--- src/rtl/maj_bcd_pkg.sv ---
package maj_bcd_pkg;

    localparam int DIGIT_W   = 4;
    localparam int RADIX     = 10;
    localparam int CORR_STEP = (1 << DIGIT_W) - RADIX;

    typedef struct packed {
        logic               carry;
        logic [DIGIT_W-1:0] bits;
    } bin_total_t;

    typedef struct packed {
        logic               carry;
        logic [DIGIT_W-1:0] digit;
    } dec_result_t;

    function automatic dec_result_t dec_reference(input logic [DIGIT_W-1:0] a,
                                                  input logic [DIGIT_W-1:0] b,
                                                  input logic               ci);
        int unsigned t;
        dec_result_t r;
        t       = int'(a) + int'(b) + int'(ci);
        r.carry = (t >= RADIX);
        r.digit = DIGIT_W'(t % RADIX);
        return r;
    endfunction

endpackage

--- src/rtl/maj3_cell.sv ---
module maj3_cell (
    input  logic in_a,
    input  logic in_b,
    input  logic in_c,
    output logic vote
);
    assign vote = (in_a & in_b) | (in_a & in_c) | (in_b & in_c);
endmodule

--- src/rtl/maj5_cell.sv ---
module maj5_cell (
    input  logic [4:0] ins,
    output logic       vote
);
    logic [2:0] ones;
    always_comb begin
        ones = '0;
        for (int i = 0; i < 5; i++) begin
            ones = ones + 3'(ins[i]);
        end
    end
    assign vote = (ones >= 3'd3);
endmodule

--- src/rtl/maj_gate2.sv ---
module maj_gate2 #(
    parameter bit TIE_HIGH = 1'b0
) (
    input  logic op_a,
    input  logic op_b,
    output logic res
);
    localparam logic TIE = TIE_HIGH;

    maj3_cell u_cell (
        .in_a (op_a),
        .in_b (op_b),
        .in_c (TIE),
        .vote (res)
    );
endmodule

--- src/rtl/maj_full_adder.sv ---
module maj_full_adder (
    input  logic x,
    input  logic y,
    input  logic cin,
    output logic sum,
    output logic cout
);
    logic cout_n;

    maj3_cell u_carry (
        .in_a (x),
        .in_b (y),
        .in_c (cin),
        .vote (cout)
    );

    assign cout_n = ~cout;

    maj5_cell u_sum (
        .ins  ({x, y, cin, cout_n, cout_n}),
        .vote (sum)
    );


    always_comb begin
        fa_arith_chk: assert ({cout, sum} == (2'(x) + 2'(y) + 2'(cin)))
            else $error("full adder arithmetic mismatch");
    end
endmodule

--- src/rtl/maj_ripple_adder.sv ---
module maj_ripple_adder #(
    parameter int WIDTH = 4
) (
    input  logic [WIDTH-1:0] op_a,
    input  logic [WIDTH-1:0] op_b,
    input  logic             cin,
    output logic [WIDTH-1:0] sum,
    output logic             cout
);
    logic [WIDTH:0] chain;

    assign chain[0] = cin;

    for (genvar i = 0; i < WIDTH; i++) begin : g_bit
        maj_full_adder u_fa (
            .x    (op_a[i]),
            .y    (op_b[i]),
            .cin  (chain[i]),
            .sum  (sum[i]),
            .cout (chain[i+1])
        );
    end

    assign cout = chain[WIDTH];
endmodule

--- src/rtl/maj_corr_detect.sv ---
module maj_corr_detect
    import maj_bcd_pkg::*;
(
    input  bin_total_t total,
    output logic       need_corr
);
    logic mid_or;
    logic high_and;

    maj_gate2 #(.TIE_HIGH(1'b1)) u_or_mid (
        .op_a (total.bits[2]),
        .op_b (total.bits[1]),
        .res  (mid_or)
    );

    maj_gate2 #(.TIE_HIGH(1'b0)) u_and_top (
        .op_a (total.bits[3]),
        .op_b (mid_or),
        .res  (high_and)
    );

    maj_gate2 #(.TIE_HIGH(1'b1)) u_or_carry (
        .op_a (total.carry),
        .op_b (high_and),
        .res  (need_corr)
    );


    always_comb begin
        corr_need_chk: assert (need_corr == (int'(total) >= RADIX))
            else $error("correction decision disagrees with binary total");
    end
endmodule

--- src/rtl/maj_bcd_digit_adder.sv ---
module maj_bcd_digit_adder
    import maj_bcd_pkg::*;
(
    input  logic [3:0] dig_a,
    input  logic [3:0] dig_b,
    input  logic       carry_in,
    output logic [3:0] dig_sum,
    output logic       carry_out
);
    bin_total_t         raw;
    logic               need_corr;
    logic [DIGIT_W-1:0] corr_addend;
    logic               corr_spill;

    maj_ripple_adder #(.WIDTH(DIGIT_W)) u_bin_stage (
        .op_a (dig_a),
        .op_b (dig_b),
        .cin  (carry_in),
        .sum  (raw.bits),
        .cout (raw.carry)
    );

    maj_corr_detect u_detect (
        .total     (raw),
        .need_corr (need_corr)
    );

    for (genvar i = 0; i < DIGIT_W; i++) begin : g_addend
        if (CORR_STEP[i]) begin : g_one
            assign corr_addend[i] = need_corr;
        end else begin : g_zero
            assign corr_addend[i] = 1'b0;
        end
    end

    maj_ripple_adder #(.WIDTH(DIGIT_W)) u_fix_stage (
        .op_a (raw.bits),
        .op_b (corr_addend),
        .cin  (1'b0),
        .sum  (dig_sum),
        .cout (corr_spill)
    );

    assign carry_out = need_corr;


    always_comb begin
        corr_drop_chk: assert (corr_spill == (need_corr & ~raw.carry))
            else $error("correction stage spill bit inconsistent");
    end


    always_comb begin
        if (dig_a < 4'd10 && dig_b < 4'd10) begin
            dec_value_chk: assert ({carry_out, dig_sum} ==
                                   dec_reference(dig_a, dig_b, carry_in))
                else $error("decimal result mismatch");
        end
    end


    always_comb begin
        if (dig_a < 4'd10 && dig_b < 4'd10) begin
            digit_valid_chk: assert (dig_sum < 4'd10)
                else $error("output digit out of range");
        end
    end
endmodule

--- config.mk ---
export PLATFORM = sky130hd
export DESIGN_NAME = maj_bcd_digit_adder
export DESIGN_NICKNAME = d
export VERILOG_FILES = /design/src/rtl/maj_bcd_pkg.sv /design/src/rtl/maj3_cell.sv /design/src/rtl/maj5_cell.sv /design/src/rtl/maj_gate2.sv /design/src/rtl/maj_full_adder.sv /design/src/rtl/maj_ripple_adder.sv /design/src/rtl/maj_corr_detect.sv /design/src/rtl/maj_bcd_digit_adder.sv
export SDC_FILE = /design/constraint.sdc
export NUM_CORES = 1
export LEC_CHECK = 0
export ABC_CLOCK_PERIOD_IN_PS = 19300
export CAP_MARGIN = 20
export CELL_PAD_IN_SITES_DETAIL_PLACEMENT = 1
export CELL_PAD_IN_SITES_GLOBAL_PLACEMENT = 1
export CORE_AREA = 2 2 39 41
export DETAILED_ROUTE_END_ITERATION = 6
export DIE_AREA = 0 0 41 43
export DONT_BUFFER_PORTS = 1
export PLACE_DENSITY = 0.76
export SETUP_SLACK_MARGIN = 0.2
export SLEW_MARGIN = 20
export SYNTH_ARGS = -nofsm -noshare
export SYNTH_HDL_FRONTEND = slang
export SYNTH_SLANG_ARGS = --single-unit
export TNS_END_PERCENT = 5
--- constraint.sdc ---
create_clock -name vclk -period 19.3
set_input_delay 3.86 -clock vclk [all_inputs]
set_output_delay 3.86 -clock vclk [all_outputs]
set_load 0.02 [all_outputs]
---- After elaboration in Yosys (flattened, before gate mapping) ----
Cells that the tools add are included.
storage, ports and cells
  output and inout bits ................... 5
  bits in registers ....................... 0
cells by class
  bitwise gates (word level) .............. 41
  magnitude comparators ................... 8
  $add $sub $neg .......................... 27
operators by type and width
  kind                                                               count
  adder 3 x 1 -> 3 bit                                               19
  greater-or-equal comparator 3 x 2 -> 1 bit, second input constant  8
  AND 1 bit                                                          20
  adder 1 x 1 -> 2 bit                                               7
  OR 1 bit                                                           14
  NOT 1 bit                                                          7
  adder 2 x 1 -> 3 bit, first input constant                         1

---- Logic depth before layout (Yosys ltp) ----
Gate-level depths: netlist of run 1.
  word-level depth ........................ 32
  gate-level depth with buffers ........... 17
  mapped depth without buffers ............ 16

---- By module ----
From an unflattened synthesis of run 1, not the netlist that was laid out.
unflattened totals
  cell total of the unflattened synthesis .. 127
  area total of the unflattened synthesis .. 1009.7 µm²
by module, submodules not included
  module               instances  area each (µm²)  cells each  sequential area each (µm²)
  maj5_cell            8          105.1            13          0.0
  maj3_cell            11         11.3             1           0.0
  maj_full_adder       8          3.8              1           0.0
  maj_gate2            3          3.8              1           0.0
  maj_bcd_digit_adder  1          3.8              1           0.0

---- Least setup slack after synthesis of run 1 ----
OpenSTA, ideal clock, no wires.
  kind .................................... input-to-output
  start point ............................. input port dig_a[0]
  end point ............................... output port dig_sum[2]
  path buffers ............................ 1
  data required time ...................... 15440 ps
  slack ................................... 7241 ps
  data arrival time ....................... 8199 ps
  stages on the path ...................... 14
  path through ............................ inv_1 -> fa_1 -> fa_1 -> fa_1 -> fa_1 -> fa_1 -> nor2b_4 -> o21ai_0 -> ha_1 -> ha_1 -> nor3_1 -> fa_1 -> a21o_1 -> buf_4
between the ends
  cells in the longest elaborated chain, start to end .. 32
  elaborated cells on any way between the ends .. 53
  classes of those cells .................. add/sub: 16; order compare: 4; bitwise: 33
ends and longest elaborated chain
  what                                                     line                                  text
  start: declaration                                       maj_bcd_digit_adder.sv:4              input logic [3:0] dig_a,
  AND 1 bit                                                maj3_cell.sv:7                        assign vote = (in_a & in_b) | (in_a & in_c) | (in_b & in_c);
  OR 1 bit (*) (2 in series)                               maj3_cell.sv:7
  AND 1 bit                                                maj3_cell.sv:7
  OR 1 bit (2 in series)                                   maj3_cell.sv:7
  AND 1 bit                                                maj3_cell.sv:7
  OR 1 bit (2 in series)                                   maj3_cell.sv:7
  AND 1 bit / NOT 1 bit (equally long branches)            maj3_cell.sv:7, maj_full_adder.sv:17
  OR 1 bit / adder 1 x 1 -> 2 bit (equally long branches)  maj3_cell.sv:7, maj5_cell.sv:9
  (+11 left out)                                           --
  named net carry_out                                      maj_bcd_digit_adder.sv:8              output logic carry_out
  AND 1 bit (2 in series)                                  maj3_cell.sv:7
  OR 1 bit (2 in series)                                   maj3_cell.sv:7
  NOT 1 bit                                                maj_full_adder.sv:17                  assign cout_n = ~cout;
  adder 1 x 1 -> 2 bit                                     maj5_cell.sv:9                        ones = ones + 3'(ins[i]);
  adder 3 x 1 -> 3 bit                                     maj5_cell.sv:9
  adder 3 x 1 -> 3 bit (*) (2 in series)                   maj5_cell.sv:9
  greater-or-equal comparator 3 x 2 -> 1 bit (*)           maj5_cell.sv:12                       assign vote = (ones >= 3'd3);
  end: declaration                                         maj_bcd_digit_adder.sv:7              output logic [3:0] dig_sum,
Mark *: on every way through the listed nets, which the timed path passes. The rest lies on a longest branch.

---- Final worst setup path of run 1 ----
Same ends and word-level chain as after synthesis.

==> results of run 1 <==
tightest hold or removal path, delay by kind of cell:
kind / cells / cell delay, ns
fa+ha+maj: 1 / 0.17
simple gates: 1 / 0.15
buf+inv: 1 / 0.06
stage by stage:
stage               area (µm²)  util (%)  cells  worst slack [ns]
CTS                        505      36.5     65              6.97
floorplan                  515         -     53              7.24
detailed placement         505      36.5     65              6.95
global route               505      36.5     65              6.76
finish                     505      36.5     65              7.04
global placement           505      36.5     65              7.07
Yosys cell counts, drive strengths merged:
master and number:
inv 15, ha 12, fa 9, buf 4, nor2 3, nor2b 2, o21ai 2, a21o 1
a21oi 1, a22o 1, nand2 1, nand2b 1, nor3 1
layer usage:
layer / vias to the layer above / track usage, %
met3: 0 / 1.05
li1: 142 / -
met2: 6 / 25.6
met4: 0 / 0
met1: 143 / 14.2
met5: - / 0
cells by family (layout without fill, tap and decap cells):
kind of cell | Yosys count | count (layout)
adder cells (fa/ha/maj) | 21 | 21
buffers and inverters | 19 | 15
AND/OR/NAND/NOR | 8 | 8
AO/OA/AOI/OAI | 5 | 5
final cells by class:
cell class                      instances  area [µm²]
Fill cell                             167         878
Tap cell                               16        20.0
Inverter                               15        56.3
Multi-Input combinational cell         34         429
layout by cell type (no fill, tap or decap), drive strengths merged:
cell type  synthesis  routed
a21o               1       1
a21oi              1       1
a22o               1       1
fa                 9       9
ha                12      12
inv               15      15
nand2              1       1
nand2b             1       1
nor2               3       3
nor2b              2       2
nor3               1       1
o21ai              2       2
worst paths after layout:
| kind | to | startpoint | depth (start not counted) |
|---|---|---|---|
| worst max-delay path | dig_sum[2] | dig_a[0] | 13 |
| worst min-delay path | dig_sum[0] | carry_in | 3 |
power groups by stage:
| stage | Clock (mW) | Combinational, mW | Sequential, mW |
|---|---|---|---|
| 2_1_floorplan | 0 | 0.0299 | 0 |
| 3_3_place_gp | 0 | 0.0280 | 0 |
| 3_5_place_dp | 0 | 0.0295 | 0 |
| 4_1_cts | 0 | 0.0297 | 0 |
| 5_1_grt | 0 | 0.0332 | 0 |
| 6_report | 0 | 0.0288 | 0 |
==> impl_metrics.ini, run 1 <==
[drt]
wl_met2_um = 534
drc = 0
topRoutingLayerUsed = met3
num_vias = 291
dr_wl_met3_um = 43
totalWireLength_um = 823
drt-initial-drc-count = 1
ant_nets = 0
drt-met1-wl_um = 244
vias_per_cell = 4.48
avgRoutedWirePerCell_um = 12.7
drtPass1Iterations = 2

[sta]
max_clock_freq_mhz = 81.6
worst_hold_slack_ns = 8.10
setup_tns_ns = 0
fin_crit_sh_pct = 63.5
min_period_ns = 12.26
worst_slew_margin_rel_pct = 35.1
setup_viol = 0
slew_violations = 0
hold_violations = 0
max_slew.worst_pin.slew_ns = 0.964
rsz0062_at_grt = no

[place]
portBuffers = 0
dp_hpwl_um = 827
routabilityCongestion = 0.657

[worst_setup_path]
cp_slowest_cell = fa_1
required_ns = 15.44
crit_top_cell = fa_1
worstPathArrival_ns = 8.40
crit_family = adder cells
critPathMaxStageDelay_ns = 0.50
end_kind = primary output
path_buf_inv = 1
crit_chain = inv_1, fa_1, fa_1, fa_1, fa_1, fa_1, nor2b_4, o21ai_0, ha_1, ha_1, nor3_1, fa_1, a21o_1
path_max_fanout = 4
crit_type = input pin to primary output
startpoint_type = input pin

[global_routing]
grt_max_degree = 5
overflow = 0
grt_pass1_vias = 372
antenna_found_initial = 0
grt_pass1_wl_um = 1590
grt_usage_pct = 12.9

[power]
seq_power_share_pct = 0
clkPwrFrac_pct = 0
p_leak_nw = 0.279
switching_share_pct = 61.9
powerDensity_nw_per_um2 = 56.9
vdd_drop_max_mv = 0.0414
combPwrFrac_pct = 100.0
p_switching_mw = 0.0178
power.total_mw = 0.0288
intPower_mw = 0.0109

[synth]
synth_area_leaders = fa_1 35%, ha_1 29%, inv_1 10%, buf_4 5.8%, nor2b_4 5.3%
synth_compound_area_share_pct = 6.80
synthMuxAreaShare_pct = 0
netlist_area_um2 = 515
syn_avg_cell_area_um2 = 9.73
synth_top_area_share_pct = 35.0
synth_top_family_by_area = adder cells
yosys.area.top_type = fa_1
seq_area_frac_synth_pct = 0
synth_fa_ha_area_share_pct = 64.1
yosys.area_share.simple_pct = 12.4
yosys.cell_types.count = 17
synthXorXnorAreaFrac_pct = 0
netlist_instances = 53
yosys_warnings = 0
synth_nets = 83

[outcome]
status = finished, final reports clean

[floorplanning]
start_util_pct = 37.3
dieArea_um2 = 1760
fp.dieH_um = 43
placementRows = 14
coreArea_um2 = 1380
ios = 14
fp.dieW_um = 41

[finish]
nClkBuffers = 0
areaGrowthSynthToFinish_pct = -1.94
nNetsFinal = 81
ff_latch_area_um2 = 0
diodes = 0
nFlopsAndLatches = 0
drive_above_1_share_pct = 12.2

[cts]
post_cts_buffers = 0
cts_resized = 0
hold_buffers = 0

[worst_hold_path]
hold_class = input pin to primary output

[flow_run]
max-cap-violations = 0
No activity file was read; power rests on OpenSTA's default activity.
==> run 2: changes to the inputs <==
- ABC_CLOCK_PERIOD_IN_PS: 19300 -> 10060
- PLACE_DENSITY: 0.76 -> 0.79
- clock period: 19.3 -> 10.06 ns (I/O delays scaled with it)
==> impl_metrics.ini, run 2 (synthesis gave the netlist of run 1 again) <==
[global_routing]
overflow = 0
grt_pass1_wl_um = 1400
grt_usage_pct = 11.1
antenna_found_initial = 0
grt_max_degree = 5
grt_pass1_vias = 355

[sta]
slew_violations = 0
worst_hold_slack_ns = 4.37
fin_crit_sh_pct = 84.9
setup_viol = 0
rsz0062_at_grt = no
hold_violations = 0
setup_tns_ns = 0
max_slew.worst_pin.slew_ns = 0.969
max_clock_freq_mhz = 117
worst_slew_margin_rel_pct = 34.7
min_period_ns = 8.54

[finish]
areaGrowthSynthToFinish_pct = -1.94
diodes = 0
ff_latch_area_um2 = 0
final_common_cell = inv_1
drive_above_1_share_pct = 12.2
mostFrequentLayoutCells = 14 x inv_1, 12 x ha_1, 9 x fa_1
final_util_pct = 36.5
nNetsFinal = 81
nClkBuffers = 0
nFlopsAndLatches = 0

[cts]
post_cts_buffers = 0
hold_buffers = 0
cts_resized = 0

[place]
portBuffers = 0
dp_hpwl_um = 764
routabilityCongestion = 0.649

[floorplanning]
fp.dieW_um = 41
start_util_pct = 37.3
coreArea_um2 = 1380
ios = 14
placementRows = 14
fp.dieH_um = 43
dieArea_um2 = 1760

[outcome]
status = finished, final reports clean

[power]
switching_share_pct = 62.0
powerDensity_nw_per_um2 = 109
combPwrFrac_pct = 100.0
p_leak_nw = 0.279
vdd_drop_max_mv = 0.0586
p_switching_mw = 0.0342
clkPwrFrac_pct = 0
intPower_mw = 0.0210
seq_power_share_pct = 0

[worst_setup_path]
crit_chain = inv_1, fa_1, fa_1, fa_1, fa_1, fa_1, nor2b_4, o21ai_0, ha_1, ha_1, nor3_1, fa_1, a21o_1
crit_family = adder cells
end_kind = primary output
cp_slowest_cell = fa_1
path_buf_inv = 1
required_ns = 8.05
crit_top_cell = fa_1
path_max_fanout = 4
worstPathArrival_ns = 6.53
critPathMaxStageDelay_ns = 0.50
startpoint_type = input pin
crit_type = input pin to primary output

[drt]
ant_nets = 0
drc = 0
totalWireLength_um = 779
num_vias = 306
avgRoutedWirePerCell_um = 12.0
vias_per_cell = 4.71
drtPass1Iterations = 1
drt-initial-drc-count = 0

[flow_run]
max-cap-violations = 0

[worst_hold_path]
hold_class = input pin to primary output
==> run 2: cell counts in the layout (fill, tap and decap cells not counted) <==
No cell type changed its count.
==> run 2: path summary, 6_finish.rpt <==
path / startpoint / to / slack [ns] / cells after the start
hold / removal: carry_in / dig_sum[0] / 4.37 / 3
setup / recovery: dig_a[0] / dig_sum[2] / 1.52 / 13
==> run 2: cell type report <==
class,instances,area (µm²)
Multi-Input combinational cell,34,429
Inverter,15,56.3
Tap cell,16,20.0
Fill cell,169,878
==> run 2: per-stage QoR <==
| stage | std cells | setup slack (ns) | total power [mW] | instance area, µm² |
|---|---|---|---|---|
| 2_1_floorplan | 53 | 1.70 | 0.0573 | 515 |
| 3_3_place_gp | 65 | 1.53 | 0.0533 | 505 |
| 3_5_place_dp | 65 | 1.46 | 0.0557 | 505 |
| 4_1_cts | 65 | 1.45 | 0.0564 | 505 |
| 5_1_grt | 65 | 1.32 | 0.0625 | 505 |
| 6_report | 65 | 1.52 | 0.0552 | 505 |
==> run 2: routing by layer <==
| layer | vias up | wire, µm | track usage, % |
|---|---|---|---|
| met5 | - | 0 | 0 |
| met2 | 10 | 466 | 23.1 |
| met1 | 153 | 256 | 11.7 |
| met4 | 0 | 0 | 0 |
| met3 | 0 | 55 | 0 |
| li1 | 143 | - | - |
==> run 2: power by group through the flow <==
stage	Clock (mW)	Combinational, mW	Sequential [mW]
final	0	0.0552	0
after global routing	0	0.0625	0
after CTS	0	0.0564	0
after detailed placement	0	0.0557	0
after global placement	0	0.0533	0
after floorplan	0	0.0573	0
